==> src/rtl/gdb_pkg.sv <==
package gdb_pkg;

  // Two code bits per pin: zero turns filtering off, 1..3 pick a timer.
  localparam int CODE_W  = 2;
  localparam int NTIMERS = (1 << CODE_W) - 1;

  // Byte offsets inside the block's register window.
  localparam int OFS_SEL_HI   = 'h00;
  localparam int OFS_SEL_LO   = 'h04;
  localparam int OFS_PER_BASE = 'h50;
  localparam int OFS_PER_STEP = 4;

  typedef logic [CODE_W-1:0] tcode_t;

  localparam tcode_t CODE_OFF = '0;

  // Byte offset of the period register for timer t (1..NTIMERS).
  function automatic int per_offset(input int t);
    return OFS_PER_BASE + (t - 1) * OFS_PER_STEP;
  endfunction

endpackage

==> src/rtl/gdb_sync.sv <==
module gdb_sync #(
  parameter int NPINS  = 32,
  parameter int STAGES = 2
) (
  input  logic             clk,
  input  logic             rst_n,
  input  logic [NPINS-1:0] din,
  output logic [NPINS-1:0] dout
);

  logic [STAGES-1:0][NPINS-1:0] stage_q;
  logic [STAGES-1:0][NPINS-1:0] stage_d;

  always_comb begin
    stage_d[0] = din;
    for (int s = 1; s < STAGES; s++) begin
      stage_d[s] = stage_q[s-1];
    end
  end

  always_ff @(posedge clk or negedge rst_n) begin
    if (!rst_n) begin
      stage_q <= '0;
    end else begin
      stage_q <= stage_d;
    end
  end

  assign dout = stage_q[STAGES-1];

endmodule

==> src/rtl/gdb_regs.sv <==
module gdb_regs
  import gdb_pkg::*;
#(
  parameter int NPINS    = 32,
  parameter int PERIOD_W = 16,
  parameter int DATA_W   = 32,
  parameter int ADDR_W   = 8
) (
  input  logic                              clk,
  input  logic                              rst_n,
  input  logic                              wr,
  input  logic [ADDR_W-1:0]                 addr,
  input  logic [DATA_W-1:0]                 wdata,
  output logic [DATA_W-1:0]                 rdata,
  output tcode_t [NPINS-1:0]                pin_code,
  output logic [NPINS-1:0][PERIOD_W-1:0]    pin_period,
  output logic [NPINS-1:0]                  pin_restart
);

  localparam logic [ADDR_W-1:0] A_HI = ADDR_W'(OFS_SEL_HI);
  localparam logic [ADDR_W-1:0] A_LO = ADDR_W'(OFS_SEL_LO);

  logic [NPINS-1:0]                  sel_hi_q, sel_hi_d;
  logic [NPINS-1:0]                  sel_lo_q, sel_lo_d;
  logic [NTIMERS-1:0][PERIOD_W-1:0]  per_q, per_d;
  logic [NPINS-1:0]                  restart_q, restart_d;
  logic [NTIMERS:0]                  per_hit;
  logic                              hi_hit, lo_hit;
  logic                              sel_en, per_en;

  // Address decode of the write strobe.
  always_comb begin
    hi_hit     = wr && (addr == A_HI);
    lo_hit     = wr && (addr == A_LO);
    per_hit[0] = 1'b0;
    for (int t = 1; t <= NTIMERS; t++) begin
      per_hit[t] = wr && (addr == ADDR_W'(per_offset(t)));
    end
    sel_en = hi_hit || lo_hit;
    per_en = |per_hit;
  end

  // Next-state values of the configuration registers.
  always_comb begin
    sel_hi_d = hi_hit ? wdata[NPINS-1:0] : sel_hi_q;
    sel_lo_d = lo_hit ? wdata[NPINS-1:0] : sel_lo_q;
    per_d    = per_q;
    for (int t = 1; t <= NTIMERS; t++) begin
      if (per_hit[t]) begin
        per_d[t-1] = wdata[PERIOD_W-1:0];
      end
    end
  end

  // A pin restarts when its code changes or its own timer is rewritten.
  always_comb begin
    for (int i = 0; i < NPINS; i++) begin
      restart_d[i] = ({sel_hi_d[i], sel_lo_d[i]} != {sel_hi_q[i], sel_lo_q[i]})
                   || per_hit[{sel_hi_q[i], sel_lo_q[i]}];
    end
  end

  always_ff @(posedge clk or negedge rst_n) begin
    if (!rst_n) begin
      sel_hi_q <= '0;
      sel_lo_q <= '0;
    end else if (sel_en) begin
      sel_hi_q <= sel_hi_d;
      sel_lo_q <= sel_lo_d;
    end
  end

  always_ff @(posedge clk or negedge rst_n) begin
    if (!rst_n) begin
      per_q <= '0;
    end else if (per_en) begin
      per_q <= per_d;
    end
  end

  always_ff @(posedge clk or negedge rst_n) begin
    if (!rst_n) begin
      restart_q <= '0;
    end else begin
      restart_q <= restart_d;
    end
  end

  // Per-pin code and selected period.
  always_comb begin
    for (int i = 0; i < NPINS; i++) begin
      pin_code[i] = {sel_hi_q[i], sel_lo_q[i]};
      if (pin_code[i] == CODE_OFF) begin
        pin_period[i] = '0;
      end else begin
        pin_period[i] = per_q[pin_code[i] - tcode_t'(1)];
      end
    end
  end

  assign pin_restart = restart_q;

  // Read multiplexer.
  always_comb begin
    rdata = '0;
    if (addr == A_HI) begin
      rdata[NPINS-1:0] = sel_hi_q;
    end else if (addr == A_LO) begin
      rdata[NPINS-1:0] = sel_lo_q;
    end else begin
      for (int t = 1; t <= NTIMERS; t++) begin
        if (addr == ADDR_W'(per_offset(t))) begin
          rdata[PERIOD_W-1:0] = per_q[t-1];
        end
      end
    end
  end

endmodule

==> src/rtl/gdb_pin_filter.sv <==
module gdb_pin_filter #(
  parameter int PERIOD_W = 16
) (
  input  logic                clk,
  input  logic                rst_n,
  input  logic                sync_in,
  input  logic                bypass,
  input  logic                restart,
  input  logic [PERIOD_W-1:0] period,
  output logic                db_out
);

  localparam logic [PERIOD_W-1:0] ONE = PERIOD_W'(1);

  logic [PERIOD_W-1:0] cnt_q, cnt_d;
  logic                db_q, db_d;
  logic                cnt_en, db_en;

  always_comb begin
    cnt_d  = cnt_q;
    db_d   = db_q;
    cnt_en = 1'b1;
    db_en  = 1'b0;
    if (bypass) begin
      db_d  = sync_in;
      db_en = 1'b1;
      cnt_d = period;
    end else if (restart || (sync_in == db_q)) begin
      cnt_d = period;
    end else if (cnt_q == '0) begin
      db_d  = sync_in;
      db_en = 1'b1;
      cnt_d = period;
    end else begin
      cnt_d = cnt_q - ONE;
    end
  end

  always_ff @(posedge clk or negedge rst_n) begin
    if (!rst_n) begin
      cnt_q <= '0;
    end else if (cnt_en) begin
      cnt_q <= cnt_d;
    end
  end

  always_ff @(posedge clk or negedge rst_n) begin
    if (!rst_n) begin
      db_q <= 1'b0;
    end else if (db_en) begin
      db_q <= db_d;
    end
  end

  assign db_out = db_q;

endmodule

==> src/rtl/gpio_debounce_bank.sv <==
module gpio_debounce_bank
  import gdb_pkg::*;
#(
  parameter int NPINS       = 32,
  parameter int PERIOD_W    = 16,
  parameter int DATA_W      = 32,
  parameter int ADDR_W      = 8,
  parameter int SYNC_STAGES = 2
) (
  input  logic              clk,
  input  logic              rst_n,
  input  logic              reg_wr,
  input  logic [ADDR_W-1:0] reg_addr,
  input  logic [DATA_W-1:0] reg_wdata,
  output logic [DATA_W-1:0] reg_rdata,
  input  logic [NPINS-1:0]  pin_dir,
  input  logic [NPINS-1:0]  pin_in,
  output logic [NPINS-1:0]  pin_db
);

  localparam int RST_STAGES = 2;

  logic [RST_STAGES-1:0]              rst_pipe_q, rst_pipe_d;
  logic                               rst_n_i;
  logic [NPINS-1:0]                   sync_val;
  tcode_t [NPINS-1:0]                 pin_code;
  logic [NPINS-1:0][PERIOD_W-1:0]     pin_period;
  logic [NPINS-1:0]                   pin_restart;
  logic [NPINS-1:0]                   bypass;

  // Reset asserts at once and leaves after RST_STAGES clock edges.
  always_comb begin
    rst_pipe_d = {rst_pipe_q[RST_STAGES-2:0], 1'b1};
  end

  always_ff @(posedge clk or negedge rst_n) begin
    if (!rst_n) begin
      rst_pipe_q <= '0;
    end else begin
      rst_pipe_q <= rst_pipe_d;
    end
  end

  assign rst_n_i = rst_pipe_q[RST_STAGES-1];

  gdb_sync #(
    .NPINS  (NPINS),
    .STAGES (SYNC_STAGES)
  ) u_sync (
    .clk   (clk),
    .rst_n (rst_n_i),
    .din   (pin_in),
    .dout  (sync_val)
  );

  gdb_regs #(
    .NPINS    (NPINS),
    .PERIOD_W (PERIOD_W),
    .DATA_W   (DATA_W),
    .ADDR_W   (ADDR_W)
  ) u_regs (
    .clk         (clk),
    .rst_n       (rst_n_i),
    .wr          (reg_wr),
    .addr        (reg_addr),
    .wdata       (reg_wdata),
    .rdata       (reg_rdata),
    .pin_code    (pin_code),
    .pin_period  (pin_period),
    .pin_restart (pin_restart)
  );

  always_comb begin
    for (int i = 0; i < NPINS; i++) begin
      bypass[i] = (pin_code[i] == CODE_OFF) || pin_dir[i];
    end
  end

  for (genvar i = 0; i < NPINS; i++) begin : g_pin
    gdb_pin_filter #(
      .PERIOD_W (PERIOD_W)
    ) u_filt (
      .clk     (clk),
      .rst_n   (rst_n_i),
      .sync_in (sync_val[i]),
      .bypass  (bypass[i]),
      .restart (pin_restart[i]),
      .period  (pin_period[i]),
      .db_out  (pin_db[i])
    );
  end

endmodule

==> config.mk <==
export PLATFORM = sky130hd
export DESIGN_NAME = gpio_debounce_bank
export DESIGN_NICKNAME = d
export VERILOG_FILES = /design/src/rtl/gdb_pkg.sv /design/src/rtl/gdb_sync.sv /design/src/rtl/gdb_regs.sv /design/src/rtl/gdb_pin_filter.sv /design/src/rtl/gpio_debounce_bank.sv
export SDC_FILE = /design/constraint.sdc
export NUM_CORES = 2
export LEC_CHECK = 0
export CAP_MARGIN = 15
export CORE_ASPECT_RATIO = 0.6
export CORE_MARGIN = 4
export CORE_UTILIZATION = 33
export CTS_CLUSTER_SIZE = 30
export DETAILED_ROUTE_END_ITERATION = 16
export DONT_BUFFER_PORTS = 1
export PLACE_DENSITY_LB_ADDON = 0.2
export SLEW_MARGIN = 20
export SYNTH_ARGS = -nofsm -noshare
export SYNTH_HDL_FRONTEND = slang
export SYNTH_HIERARCHICAL = 1
export SYNTH_SLANG_ARGS = --single-unit
==> constraint.sdc <==
create_clock -name clk -period 20.8 [get_ports clk]
set_input_delay 4.16 -clock clk [delete_from_list [all_inputs] [get_ports clk]]
set_output_delay 4.16 -clock clk [all_outputs]
set_load 0.01 [all_outputs]
==> impl_metrics.toml <==
[sta]
hold_violations = 0
fin_ws_ns = 9.93
tns_ns = 0
period_share = 0.523
setup_viol = 0
holdWs_ns = 0.344
finalMaxSlewViolations = 0
post-route-min-period_ns = 10.87
rsz0062_at_grt = "false"
maxSlewHeadroom = 0.210
finClkSkew_ns = 0.0264
max_freq_ghz = 0.0920
worstMarginPinSlew_ns = 1.18

[cts]
clk_pin_slew_ns = 0.06
cts.path.max_buffers = 3
cts_resized = 0
postCtsSetupBuffers = 0
insertion_delay_ns = 0.73
ctsHtreeMaxLevel = 3
cts-root-buf = "clkbuf_16"
hold_buffers = 0
cts.sinks = 754
cts_buffers = 86
cts_tree = "yes"

[floorplan]
die_y_um = 324
die_area_sq_um = 173000
io_pins = 171
die_x_um = 534
std_cell_rows = 115
core-area_sq_um = 165000
start_util = 0.333

[route]
wl_per_cell_um = 25.3
post_drt_via_cell_ratio = 5.57
routed_wl_um = 214000
drtPass1Iterations = 6
drt_iter0_drc = 5669
via_count = 47200
ant_nets = 0
route.detailed.drc = 0

[synthesis]
synth.most_common_cell = "nor2_1"
synthFlopType = "dfrtp_1"
seq_area_frac_synth = 0.344
synth_edf_count = 0
syn_area_per_cell_sq_um = 8.31
ys_types = 52
netlist_instances = 6600
synth_area_sq_um = 54900
synth_top_area_share = 0.344
synthTopCellsByCount = "1,635 x nor2_1, 754 x dfrtp_1, 576 x mux2i_1"
syn-num-nets = 6803
synth_seq_cells = 754
yosys-top-cells-area = "dfrtp_1 34%, nor2_1 11%, mux2i_1 11%"
async_flop_share = 1.00
synth_warnings = 6
yosys.area.top_type = "dfrtp_1"

[pwr]
power.switching_mw = 2.14
leakagePower_nw = 27.5
swShare = 0.391
cellPowerDensity_nw_per_um2 = 93.7
power_mw = 5.47
intPower_mw = 3.33
combPwrFrac = 0.344
clock_power_share = 0.296
seq_power_share = 0.360
peakVddDrop_v = 0.0000624

[global_route]
grt_pass1_vias = 43400
grt_pass1_wl_um = 310000
globalRouteOverflowTotal = 0
grt_max_degree = 144
track_usage = 0.240
antenna_found_initial = 24

[placement]
io_buffer_count = 0
dp.cells = 8311
dpl_cell_area_sq_um = 55600
place_ws_ns = 9.94
gp_congestion = 0.847
dp.final_hpwl_um = 121000

[finish]
n_fill_cell = 17100
drive_gt1_frac = 0.113
nets = 6379
area_delta_synth_final_pct = 6.52
postLayoutCoreUtil = 0.355
fin_cells = 8467
fin_area_sq_um = 58500

[setup_path]
crit_type = "primary input to primary output"
arrival_ns = 6.71
rr_worst_depth = 4
cp-end-kind = "primary output"
critPathMaxFanout = 33
cp-start-kind = "primary input"
critical_path_required_ns = 16.64
regToRegSetupSlack_ns = 16.68

[outcome]
outcome = "complete, no violations"

[run]
max-cap-violations = 0

[worst_hold_path]
min_path_type = "flip-flop to flip-flop"
hold_path_depth = 0
## flip-flops by register name, summed over array words and instances (netlist names)
name                 count
u_regs/sel_hi_q         32
u_regs/per_q            48
u_sync/stage_d          32
g_pin.u_filt/db_out     32
u_sync/dout             32
g_pin.u_filt/cnt_q     512
u_regs/pin_restart      32
rst_pipe_q               2
u_regs/sel_lo_q         32
## final cells by class
class / count / area (sq um) / share of cell area
inverter: 192 / 721 / 0.0123
clock inverter: 21 / 307 / 0.00524
clock buffer: 128 / 2540 / 0.0435
multi-input combinational: 5032 / 32300 / 0.553
sequential: 754 / 18900 / 0.323
timing repair buffer: 110 / 862 / 0.0147
tap: 2223 / 2780 / 0.0476
antenna: 7 / 17.5 / 0.000300
## kinds of logic (layout without fill, tap and decap cells)
family	Yosys count	in the layout	share of synthesized area
other	1	8	0.0000683
DFF	754	754	0.344
muxes	720	720	0.135
and+or+nand+nor	2470	2470	0.201
AOI/OAI and AO/OA	1265	1265	0.154
xor gates and xnor gates	480	480	0.0766
buffers and inverters	814	451	0.0680
adders and majority gates	96	96	0.0219
## worst max-delay path: stages
cell,delay (ns)
and4bb_2,0.26
buf_4,0.54
and2_1,0.84
a2bb2oi_1,0.14
o21ai_0,0.73
## power groups by stage
stage	logic, mW	registers [mW]	clock network [mW]
3_5_place_dp	1.85	1.99	0
2_1_floorplan	1.51	1.93	0
4_1_cts	1.86	1.97	1.66
5_1_grt	2.07	2.01	1.72
3_3_place_gp	1.84	1.99	0
6_report	1.88	1.97	1.62
## cell usage in the layout, fill, tap and decap left out, drive strengths merged, types with 25 or more instances in the layout
master / count
o31a: 32
mux2i: 576
nor3: 297
o21ai: 48
a31oi: 196
o21bai: 32
a21oi: 796
nor2: 1635
clkinv: 40
nand2: 202
mux2: 144
a22oi: 48
clkbuf: 128
inv: 166
o22ai: 25
dfrtp: 754
nor4: 130
xnor2: 369
nor2b: 25
xor2: 111
buf: 110
ha: 96
nand3: 38
nand4: 32
nand2b: 32
or3: 70
## metal layers
| metal | vias up | wire length [um] | track usage |
|---|---|---|---|
| li1 | 21600 | - | - |
| met1 | 22800 | 98200 | 0.351 |
| met2 | 2177 | 86600 | 0.338 |
| met3 | 517 | 20900 | 0.0605 |
| met4 | 10 | 8550 | 0.0857 |
| met5 | - | 68 | 0 |
## path summary, 6_finish.rpt
check	from	to
max in group asynchronous	rst_pipe_q[1]	u_sync/dout[23]
worst max register to register	rst_pipe_q[1]	u_sync/dout[23]
min in group asynchronous	rst_pipe_q[1]	g_pin[7].u_filt/cnt_q[13]
worst min-delay path	u_sync/stage_d[58]	u_sync/dout[26]
worst max-delay path	reg_addr[7]	reg_rdata[6]
worst min register to register	u_sync/stage_d[58]	u_sync/dout[26]
(Power assumes the default switching activity.)
